<file path="src/rtl/nvl_pkg.sv">
package nvl_pkg;
  typedef enum logic [1:0] {ST_LOAD, ST_DONE, ST_FATAL} nvl_state_e;

  // LSB positions of MSB-first register bits
  localparam int unsigned B_EDC  = 31;
  localparam int unsigned B_SIZE = 26;
  localparam int unsigned B_LAS  = 22;
  localparam int unsigned B_EER  = 15;
  localparam int unsigned B_RWE  = 14;
  localparam int unsigned B_DONE = 10;
  localparam int unsigned B_PEG  = 9;
  localparam int unsigned RW_W   = 5;

  // system class on every third entry
  function automatic logic [63:0] sys_map_f(int n);
    logic [63:0] m;
    m = '0;
    for (int i = 0; i < 64; i++) if (i < n && (i % 3) == 0) m[i] = 1'b1;
    return m;
  endfunction
endpackage

</file>
<file path="src/rtl/nvl_seq.sv">
module nvl_seq #(
  parameter int N_LOC = 6,
  parameter int ADDR_W = 8,
  parameter int DATA_W = 32,
  parameter logic [ADDR_W-1:0] ADDR_BASE = 'h40,
  parameter logic [ADDR_W-1:0] ADDR_STEP = 'h4,
  localparam int IDX_W = (N_LOC > 1) ? $clog2(N_LOC) : 1
) (
  input  logic              clk_i,
  input  logic              rst_ni,
  output logic              rd_req_o,
  output logic [ADDR_W-1:0] rd_addr_o,
  input  logic              rd_valid_i,
  input  logic [DATA_W-1:0] rd_data_i,
  input  logic [1:0]        rd_ecc_i,
  output logic              wr_en_o,
  output logic [IDX_W-1:0]  wr_idx_o,
  output logic [DATA_W-1:0] wr_data_o,
  output logic              ev_corr_o,
  output logic              ev_dbl_o,
  output logic              ev_user_dbl_o,
  output logic              busy_o,
  output logic              done_o,
  output logic              fatal_o
);
  import nvl_pkg::*;

  localparam logic [63:0] SYS_ALL = sys_map_f(N_LOC);
  localparam logic [N_LOC-1:0] SYS_MAP = SYS_ALL[N_LOC-1:0];
  localparam logic [IDX_W-1:0] LAST = IDX_W'(N_LOC - 1);

  nvl_state_e state_q;
  logic [IDX_W-1:0] idx_q;
  logic acc, dbl, is_sys;

  assign acc    = (state_q == ST_LOAD) && rd_valid_i;
  assign dbl    = rd_ecc_i[1];
  assign is_sys = SYS_MAP[idx_q];

  always_ff @(posedge clk_i or negedge rst_ni) begin
    if (!rst_ni) begin
      state_q <= ST_LOAD;
      idx_q   <= '0;
    end else if (acc) begin
      if (dbl && is_sys)      state_q <= ST_FATAL;
      else if (idx_q == LAST) state_q <= ST_DONE;
      else                    idx_q   <= idx_q + 1'b1;
    end
  end

  assign rd_req_o  = (state_q == ST_LOAD);
  assign rd_addr_o = ADDR_BASE + ADDR_W'(idx_q) * ADDR_STEP;

  assign wr_en_o   = acc && !(dbl && is_sys);
  assign wr_idx_o  = LAST - idx_q;
  assign wr_data_o = dbl ? '1 : rd_data_i;

  assign ev_corr_o     = acc && (rd_ecc_i == 2'b01);
  assign ev_dbl_o      = acc && dbl;
  assign ev_user_dbl_o = acc && dbl && !is_sys;

  assign busy_o  = (state_q == ST_LOAD);
  assign done_o  = (state_q == ST_DONE);
  assign fatal_o = (state_q == ST_FATAL);


  one_state_chk: assert property (@(posedge clk_i) disable iff (!rst_ni)
    $countones({busy_o, done_o, fatal_o}) == 1);

  addr_hold_chk: assert property (@(posedge clk_i) disable iff (!rst_ni)
    rd_req_o && !rd_valid_i |=> rd_req_o && $stable(rd_addr_o));

  sys_abort_chk: assert property (@(posedge clk_i) disable iff (!rst_ni)
    rd_req_o && rd_valid_i && ev_dbl_o && !ev_user_dbl_o |=> fatal_o && !rd_req_o);

  no_wr_after_fatal_chk: assert property (@(posedge clk_i) disable iff (!rst_ni)
    fatal_o |-> !wr_en_o && !rd_req_o);
endmodule

</file>
<file path="src/rtl/nvl_bank.sv">
module nvl_bank #(
  parameter int N_LOC = 6,
  parameter int DATA_W = 32,
  localparam int IDX_W = (N_LOC > 1) ? $clog2(N_LOC) : 1
) (
  input  logic                    clk_i,
  input  logic                    rst_ni,
  input  logic                    wr_en_i,
  input  logic [IDX_W-1:0]        wr_idx_i,
  input  logic [DATA_W-1:0]       wr_data_i,
  output logic [N_LOC*DATA_W-1:0] cfg_o
);
  for (genvar j = 0; j < N_LOC; j++) begin : g_reg
    logic [DATA_W-1:0] q;
    always_ff @(posedge clk_i or negedge rst_ni) begin
      if (!rst_ni)                                    q <= '0;
      else if (wr_en_i && wr_idx_i == IDX_W'(j))      q <= wr_data_i;
    end
    assign cfg_o[j*DATA_W +: DATA_W] = q;


    reg_hold_chk: assert property (@(posedge clk_i) disable iff (!rst_ni)
      !(wr_en_i && wr_idx_i == IDX_W'(j)) |=> $stable(cfg_o[j*DATA_W +: DATA_W]));
  end
endmodule

</file>
<file path="src/rtl/nvl_csr.sv">
module nvl_csr #(
  parameter bit ARRAY_ID = 1'b0
) (
  input  logic        clk_i,
  input  logic        rst_ni,
  input  logic        we_i,
  input  logic [31:0] wdata_i,
  input  logic        ev_corr_i,
  input  logic        ev_dbl_i,
  input  logic        ev_user_dbl_i,
  output logic [31:0] rdata_o
);
  import nvl_pkg::*;

  localparam logic [2:0] SIZE_CODE = 3'b010;
  localparam logic [2:0] LAS_CODE  = ARRAY_ID ? 3'b001 : 3'b010;

  logic edc_q, eer_q, rwe_q, peg_q;
  logic [RW_W-1:0] rw_q;

  always_ff @(posedge clk_i or negedge rst_ni) begin
    if (!rst_ni) begin
      edc_q <= 1'b0;
      eer_q <= 1'b0;
      rwe_q <= 1'b0;
      peg_q <= 1'b1;
      rw_q  <= '0;
    end else begin
      if (ev_corr_i)                  edc_q <= 1'b1;
      else if (we_i && wdata_i[B_EDC]) edc_q <= 1'b0;
      if (ev_dbl_i)                   eer_q <= 1'b1;
      else if (we_i && wdata_i[B_EER]) eer_q <= 1'b0;
      // no read-while-write source during load
      if (we_i && wdata_i[B_RWE])     rwe_q <= 1'b0;
      if (ev_user_dbl_i)              peg_q <= 1'b0;
      if (we_i)                       rw_q  <= wdata_i[RW_W-1:0];
    end
  end

  always_comb begin
    rdata_o                   = '0;
    rdata_o[B_EDC]            = edc_q;
    rdata_o[B_SIZE -: 3]      = SIZE_CODE;
    rdata_o[B_LAS -: 3]       = LAS_CODE;
    rdata_o[B_EER]            = eer_q;
    rdata_o[B_RWE]            = rwe_q;
    rdata_o[B_DONE]           = 1'b1;
    rdata_o[B_PEG]            = peg_q;
    rdata_o[RW_W-1:0]         = rw_q;
  end


  rc_clear_chk: assert property (@(posedge clk_i) disable iff (!rst_ni)
    we_i && wdata_i[B_EDC] && !ev_corr_i |=> !rdata_o[B_EDC]);

  rc_keep_chk: assert property (@(posedge clk_i) disable iff (!rst_ni)
    we_i && !wdata_i[B_EER] |=> rdata_o[B_EER] || !$past(rdata_o[B_EER]));

  edc_set_chk: assert property (@(posedge clk_i) disable iff (!rst_ni)
    ev_corr_i |=> rdata_o[B_EDC]);

  peg_clear_chk: assert property (@(posedge clk_i) disable iff (!rst_ni)
    ev_user_dbl_i |=> !rdata_o[B_PEG] && rdata_o[B_EER]);

  rw_write_chk: assert property (@(posedge clk_i) disable iff (!rst_ni)
    we_i |=> rdata_o[RW_W-1:0] == $past(wdata_i[RW_W-1:0]));
endmodule

</file>
<file path="src/rtl/nv_cfg_loader.sv">
module nv_cfg_loader #(
  parameter int N_LOC = 6,
  parameter int ADDR_W = 8,
  parameter int DATA_W = 32,
  parameter logic [ADDR_W-1:0] ADDR_BASE = 'h40,
  parameter logic [ADDR_W-1:0] ADDR_STEP = 'h4,
  parameter bit ARRAY_ID = 1'b0
) (
  input  logic                    clk_i,
  input  logic                    rst_ni,
  output logic                    rd_req_o,
  output logic [ADDR_W-1:0]       rd_addr_o,
  input  logic                    rd_valid_i,
  input  logic [DATA_W-1:0]       rd_data_i,
  input  logic [1:0]              rd_ecc_i,
  input  logic                    csr_we_i,
  input  logic [31:0]             csr_wdata_i,
  output logic [31:0]             csr_rdata_o,
  output logic [N_LOC*DATA_W-1:0] cfg_o,
  output logic                    busy_o,
  output logic                    done_o,
  output logic                    fatal_o
);
  localparam int IDX_W = (N_LOC > 1) ? $clog2(N_LOC) : 1;

  logic              wr_en;
  logic [IDX_W-1:0]  wr_idx;
  logic [DATA_W-1:0] wr_data;
  logic ev_corr, ev_dbl, ev_user_dbl;

  nvl_seq #(
    .N_LOC(N_LOC), .ADDR_W(ADDR_W), .DATA_W(DATA_W),
    .ADDR_BASE(ADDR_BASE), .ADDR_STEP(ADDR_STEP)
  ) u_seq (
    .clk_i, .rst_ni,
    .rd_req_o, .rd_addr_o, .rd_valid_i, .rd_data_i, .rd_ecc_i,
    .wr_en_o(wr_en), .wr_idx_o(wr_idx), .wr_data_o(wr_data),
    .ev_corr_o(ev_corr), .ev_dbl_o(ev_dbl), .ev_user_dbl_o(ev_user_dbl),
    .busy_o, .done_o, .fatal_o
  );

  nvl_bank #(.N_LOC(N_LOC), .DATA_W(DATA_W)) u_bank (
    .clk_i, .rst_ni,
    .wr_en_i(wr_en), .wr_idx_i(wr_idx), .wr_data_i(wr_data), .cfg_o
  );

  nvl_csr #(.ARRAY_ID(ARRAY_ID)) u_csr (
    .clk_i, .rst_ni,
    .we_i(csr_we_i), .wdata_i(csr_wdata_i),
    .ev_corr_i(ev_corr), .ev_dbl_i(ev_dbl), .ev_user_dbl_i(ev_user_dbl),
    .rdata_o(csr_rdata_o)
  );


  user_dbl_cont_chk: assert property (@(posedge clk_i) disable iff (!rst_ni)
    ev_user_dbl |=> !fatal_o);

  user_dbl_ones_chk: assert property (@(posedge clk_i) disable iff (!rst_ni)
    ev_user_dbl |=> cfg_o[$past(wr_idx)*DATA_W +: DATA_W] == '1);
endmodule

</file>
<file path="config.mk">
export PLATFORM = sky130hd
export DESIGN_NAME = nv_cfg_loader
export DESIGN_NICKNAME = d
export VERILOG_FILES = /design/src/rtl/nvl_pkg.sv /design/src/rtl/nvl_seq.sv /design/src/rtl/nvl_bank.sv /design/src/rtl/nvl_csr.sv /design/src/rtl/nv_cfg_loader.sv
export SDC_FILE = /design/constraint.sdc
export NUM_CORES = 1
export LEC_CHECK = 0
export BUFFER_PORTS_ARGS = -buffer_cell sky130_fd_sc_hd__buf_2
export CAP_MARGIN = 20
export CORE_MARGIN = 5
export CORE_UTILIZATION = 50
export CTS_CLUSTER_SIZE = 40
export DETAILED_ROUTE_END_ITERATION = 16
export HOLD_SLACK_MARGIN = 0.02
export PLACE_DENSITY_LB_ADDON = 0.12
export SLEW_MARGIN = 20
export SYNTH_ARGS = -nofsm -noshare
export SYNTH_HDL_FRONTEND = slang
export SYNTH_HIERARCHICAL = 1
export SYNTH_SLANG_ARGS = --single-unit
</file>
<file path="constraint.sdc">
create_clock -name clk_i -period 6.3 [get_ports clk_i]
set_input_delay 0.945 -clock clk_i [delete_from_list [all_inputs] [get_ports clk_i]]
set_output_delay 0.945 -clock clk_i [all_outputs]
set_load 0.05 [all_outputs]
</file>
==> results.json, run 1 <==
{
  "drc": 0,
  "die_area_mm2": 0.0194,
  "cpLargestDelayFamily": "simple AND/OR/NAND/NOR gates",
  "fin_crit_sh_pct": 51.4,
  "first_global_vias": 5585,
  "outcome": "complete, no violations",
  "cts_tree": "built",
  "slew_headroom_pct": 34.7,
  "portBuffers": 251,
  "cts_made_buffers": 22,
  "layout_common_cells": "250 x buf_2, 204 x dfrtp_1, 152 x mux2_2",
  "rsz0062_at_grt": "false",
  "critPathMaxStageDelay_ns": 0.85,
  "antenna_found_initial": 0,
  "synth_flop_cell": "dfrtp_1",
  "setup.worst_path.class": "register to register",
  "drt_pre_antenna_iters": 4,
  "post_cts_buffers": 0,
  "async_flop_share_pct": 100,
  "cts.sinks": 205,
  "synth_cells": 535,
  "dpl.hpwl_mm": 14.1,
  "setup_viol": 0,
  "overflow": 0,
  "vias": 5120,
  "cts.reportedPaths.clkPinSlew_ns": 0.06,
  "crit_arrival_ns": 3.60,
  "fin_skew_ns": 0.0118,
  "grt_pass1_wl_mm": 32.0,
  "die_h_um": 139,
  "crit_required_ns": 6.66,
  "syn_area_mm2": 0.00835,
  "ys_seq_area_share_pct": 61.4,
  "crit_path_cell_trace": "ha_1 -> nor2_1 -> a21oi_4 -> nor4b_4 -> buf_4 -> mux2_2",
  "synth_seq_cells": 205,
  "synth_edf_count": 0,
  "antenna_cells": 0,
  "finalWirelength_mm": 20.2,
  "ios": 306,
  "path_max_fanout": 21,
  "worst-path-buf-inv": 1,
  "syn2layout_area_growth_pct": 24.8,
  "die_x_um": 139,
  "grt_max_degree": 120,
  "ant_nets": 0,
  "vias_per_cell": 5.00,
  "start_kind": "register",
  "cap_violations": 0,
  "tns_ns": 0,
  "clock_path_buffers": 3,
  "clock-root-buffer": "clkbuf_16",
  "h-tree-depth": 1,
  "drive_gt1_share_pct": 61.9,
  "hp-class": "register to register",
  "crit_path_end_kind": "register",
  "avgRoutedWirePerCell_um": 19.8,
  "slew_viol_final": 0,
  "grt_usage_pct": 20.4,
  "globalplace.congestion": 0.795,
  "ys_warn_count": 6,
  "rows": 47,
  "cts_hold_buf": 0,
  "nets": 859,
  "period_minus_slack_ns": 3.24,
  "final_hold_viol_count": 0,
  "clock_latency_ns": 0.49,
  "slowest_stage": "nor4b_4",
  "initial_core_util_pct": 50.7,
  "syn_avg_cell_area_um2": 15.6,
  "core_area_mm2": 0.0165,
  "cts_resized": 0,
  "max_freq_ghz": 0.309,
  "mostFrequentLayoutCell": "buf_2",
  "tightest_slew_ns": 0.976,
  "ys_types": 32,
  "drt_iter0_markers": 152
}
==> path summary, 6_finish.rpt <==
check                               start                     to  slack [ns]  cells past startpoint
max in group asynchronous          rst_ni  u_bank/g_reg[0].q[10]        4.36                      2
max                        u_seq/idx_q[1]  u_bank/g_reg[0].q[27]        3.06                      6
min                           u_csr/eer_q            u_csr/eer_q        0.47                      1
min reg2reg                   u_csr/eer_q            u_csr/eer_q        0.47                      1
max reg2reg                u_seq/idx_q[1]  u_bank/g_reg[0].q[27]        3.06                      6
min in group asynchronous          rst_ni  u_bank/g_reg[1].q[21]        0.57                      1
==> cell type report <==
cell class,instances,area [µm²]
Multi-Input combinational cell,292,2870
Fill cell,1306,6040
Timing Repair Buffer,263,1360
Sequential cell,205,5130
Clock buffer,30,642
Inverter,3,11.3
Tap cell,220,275
Clock inverter,10,135
==> registers in the layout, indices dropped and copies added (netlist names) <==
| signal | flops |
|---|---|
| u_csr/rw_q | 5 |
| u_csr/peg_q | 1 |
| u_bank/g.q | 192 |
| u_csr/edc_q | 1 |
| u_csr/eer_q | 1 |
| u_seq/state_q | 2 |
| u_seq/idx_q | 3 |
==> through the flow <==
| step | std cells | setup WS [ns] | cell area [µm²] | utilization [%] | hold WS (ns) |
|---|---|---|---|---|---|
| floorplan | 560 | 3.72 | 8450 | - | 0.451 |
| detailed placement | 983 | 2.67 | 9650 | 58.6 | 0.463 |
| finish | 1023 | 3.06 | 10400 | 63.3 | 0.471 |
| global route | 1023 | 2.85 | 10400 | 63.3 | 0.488 |
| global placement | 982 | 2.60 | 9640 | 58.5 | 0.462 |
| CTS | 1023 | 3.02 | 10400 | 63.3 | 0.476 |
==> kinds of logic (layout without fill, tap and decap cells) <==
family          count (synthesis)  count (layout)  share of synthesized area [%]
mux                           199             199                           27.0
buf+inv                        63             306                           5.89
fa+ha+maj                       2               2                          0.299
compound gates                  7               7                          0.719
simple gates                   55              55                           4.46
other cells                     4              29                          0.180
flops                         205             205                           61.4
==> routing by layer <==
layer,up-vias,track usage (%),wire (µm)
li1,2301,-,-
met1,2613,26.0,8240
met2,182,34.2,9990
met3,24,7.00,1750
met4,0,4.07,257
met5,-,0,0
==> Yosys cell counts, types with 2 or more instances <==
cell	count	area share (%)
dfrtp_1	204	61
mux2_2	152	20
mux2_1	41	5.5
buf_4	34	3.1
or2_2	32	2.4
buf_6	11	1.5
buf_2	9	0.54
mux2_4	5	0.90
conb_1	4	0.18
a21o_1	3	0.27
buf_8	3	0.54
clkbuf_1	3	0.13
inv_1	3	0.13
nand2_1	3	0.13
nand3_1	3	0.18
nor2_1	3	0.13
nor2b_1	3	0.22
nor4bb_1	3	0.36
ha_1	2	0.30
nand4b_1	2	0.21
Power of run 1 is not shown: default switching activity piles up to over one toggle a cycle in this logic, so the estimate is an artifact.
==> run 2: changes to the inputs <==
- ABC_AREA: default -> 1
- CORE_UTILIZATION: 50 -> 45
- clock period: 6.3 -> 2.75 ns (I/O delays scaled with it)
==> run 2 against run 1 <==
  * First-iteration DRC count grew to 3.0 times the previous value
  * Register-to-register slack worse by 2.6 ns
  * Highest routed layer is now met5
  * Clock-buffer cell count is 9 higher
  * Via count grew 43%
==> results.json, run 2 <==
{
  "outcome": "complete, no violations",
  "drt_iter0_markers": 452,
  "hp-class": "primary input to register",
  "antenna_cells": 0,
  "period_minus_slack_ns": 2.31,
  "seq_power_share_pct": 47.5,
  "crit_path_cell_trace": "ha_1 -> nor2_1 -> nand2_2 -> inv_1 -> nor2_4 -> inv_1 -> nor2_4 -> buf_4 -> buf_4 -> nand3_1 -> nand2_1",
  "slew_viol_final": 0,
  "critPathMaxStageDelay_ns": 0.44,
  "core_area_mm2": 0.0188,
  "synth_flop_cell": "dfrtp_1",
  "setup.worst_path.class": "register to register",
  "initial_core_util_pct": 45.7,
  "post_cts_buffers": 0,
  "rows": 50,
  "fin_crit_sh_pct": 84.2,
  "cts_resized": 0,
  "cts.reportedPaths.clkPinSlew_ns": 0.06,
  "vias": 7333,
  "r2r-start": "u_seq/idx_q[0]",
  "cts_tree": "built",
  "ys_types": 27,
  "top_register": "u_bank/g.q",
  "finalWirelength_mm": 26.2,
  "ys_seq_area_share_pct": 59.8,
  "p_per_area_mw_per_mm2": 593,
  "grt_pass1_wl_mm": 41.5,
  "start_kind": "register",
  "slowest_stage": "buf_4",
  "cap_violations": 0,
  "die_x_um": 148,
  "synth_seq_cells": 205,
  "die_h_um": 148,
  "ant_nets": 0,
  "final_hold_viol_count": 0,
  "slew_headroom_pct": 41.4,
  "yosys-top-cells-area": "dfrtp_1 59%, nand2_1 21%, nand3_1 7.5%",
  "portBuffers": 251,
  "cts.sinks": 205,
  "grt_max_degree": 96,
  "syn2layout_area_growth_pct": 25.2,
  "path_max_fanout": 44,
  "reg_top3": "u_bank/g.q: 192 flops, u_csr/rw_q: 5 flops, u_seq/idx_q: 3 flops",
  "max_freq_ghz": 0.432,
  "worstHoldStart": "csr_wdata_i[1]",
  "finalWorstSetupSlack_ns": 0.435,
  "crit_path_end_kind": "register",
  "dpl.hpwl_mm": 17.5,
  "overflow": 0,
  "die_area_mm2": 0.0219,
  "intPower_mw": 4.88,
  "p_leak_nw": 6.67,
  "h-tree-depth": 1,
  "pre_cts_slack_ns": 0.453,
  "synthTopCellsByCount": "481 x nand2_1, 204 x dfrtp_1, 129 x nand3_1",
  "grt_usage_pct": 23.7,
  "synth_most_common_cell": "nand2_1",
  "rsz0062_at_grt": "false",
  "crit_start": "u_seq/idx_q[0]",
  "synth_top_area_cell": "dfrtp_1",
  "synth_edf_count": 0,
  "syn_avg_cell_area_um2": 8.64,
  "crit_required_ns": 3.19,
  "fin_skew_ns": 0.0136,
  "swShare_pct": 23.4,
  "ios": 306,
  "clock-root-buffer": "clkbuf_16",
  "avgRoutedWirePerCell_um": 17.7,
  "cts_made_buffers": 24,
  "antenna_found_initial": 1,
  "mostFrequentLayoutCell": "nand2_1",
  "drive_gt1_share_pct": 27.7,
  "vias_per_cell": 4.95,
  "synth_cells": 993,
  "tightest_slew_ns": 0.877,
  "power.share.combinational_pct": 5.0,
  "crit_arrival_ns": 2.75,
  "globalplace.congestion": 0.789,
  "largest_reg_flops": 192,
  "first_global_vias": 7161,
  "layout_common_cells": "481 x nand2_1, 250 x buf_2, 204 x dfrtp_1",
  "syn_area_mm2": 0.00858,
  "synth_top_cell_area_share_pct": 59.5,
  "async_flop_share_pct": 100,
  "setup_viol": 0,
  "nets": 1303,
  "ys_warn_count": 6,
  "drt_pre_antenna_iters": 4,
  "drc": 0,
  "pwr-share-clk_pct": 47.5,
  "clock_latency_ns": 0.50,
  "vdd_ir_drop_max_uv": 422,
  "switchingPower_mw": 1.49,
  "clock_path_buffers": 3,
  "tns_ns": 0
}
run 2: cell count changes after synthesis, moves of 5 or more:
cell / change
nand2_1: +478
mux2_2: -152
nand3_1: +126
mux2_1: -41
buf_2: +21
clkbuf_1: +17
inv_1: +17
buf_6: -10
or2_1: +8
or2_2: -8
nor2_1: +7
mux2_4: -5
o21ai_1: +5
run 2: timing repair:
| item | in CTS | in global routing |
|---|---|---|
| endpoints found under the setup margin | 0 | 0 |
| hold buffers | 1 | 0 |
| hold endpoints to repair | 38 | 0 |
run 2: worst paths after layout:
| check | slack [ns] | cells after the start | end |
|---|---|---|---|
| max reg2reg | 0.44 | 11 | u_bank/g_reg[0].q[10] |
| max in group asynchronous | 1.51 | 3 | u_bank/g_reg[4].q[16] |
| min | 0.12 | 3 | u_csr/rw_q[1] |
| min in group asynchronous | 0.39 | 2 | u_csr/edc_q |
| max | 0.44 | 11 | u_bank/g_reg[0].q[10] |
| min reg2reg | 0.44 | 2 | u_csr/peg_q |
run 2: worst max-delay path, delay by kind of cell (launching register included):
family | cells | cell delay (ns)
buf+inv | 4 | 0.81
simple gates | 6 | 0.65
flops | 1 | 0.43
fa+ha+maj | 1 | 0.32
run 2: metrics by stage:
stage | cell area [µm²] | power [mW] | util [%] | hold WS, ns | instances
detailed placement | 9990 | 3.40 | 53.2 | 0.366 | 1438
finish | 10700 | 6.37 | 57.3 | 0.117 | 1482
CTS | 10700 | 6.45 | 57.3 | 0.102 | 1482
global route | 10700 | 6.61 | 57.3 | 0.129 | 1482
global placement | 9990 | 3.40 | 53.2 | 0.363 | 1438
floorplan | 8680 | 3.28 | - | 0.117 | 1018
run 2: layout make-up:
type | instances | area, µm²
Clock inverter | 4 | 23.8
Clock buffer | 39 | 728
Fill cell | 1781 | 8020
Sequential cell | 205 | 5130
Inverter | 24 | 90.1
Multi-Input combinational cell | 701 | 2980
Timing Repair Buffer | 275 | 1500
Tap cell | 234 | 293
run 2: kinds of logic (layout without fill, tap and decap cells):
group / after synthesis / in the layout / synth area share (%)
buf+inv: 112 / 342 / 6.95
fa+ha+maj: 2 / 2 / 0.291
flops: 205 / 205 / 59.8
compound gates: 7 / 7 / 0.408
other cells: 4 / 29 / 0.175
simple gates: 663 / 663 / 32.4
run 2: power groups by stage:
stage	clock, mW	combinational (mW)	sequential (mW)
CTS	3.10	0.319	3.03
global route	3.24	0.342	3.03
global placement	0	0.318	3.08
detailed placement	0	0.318	3.08
finish	3.03	0.316	3.03
floorplan	0	0.179	3.11
run 2: metal layers:
metal / vias up / GRT usage [%] / wire length, µm
met1: 3517 / 32.9 / 11000
li1: 3500 / - / -
met4: 2 / 5.54 / 595
met5: - / 0 / 7
met2: 274 / 38.0 / 12300
met3: 40 / 6.00 / 2290
(Power assumes the default switching activity.)
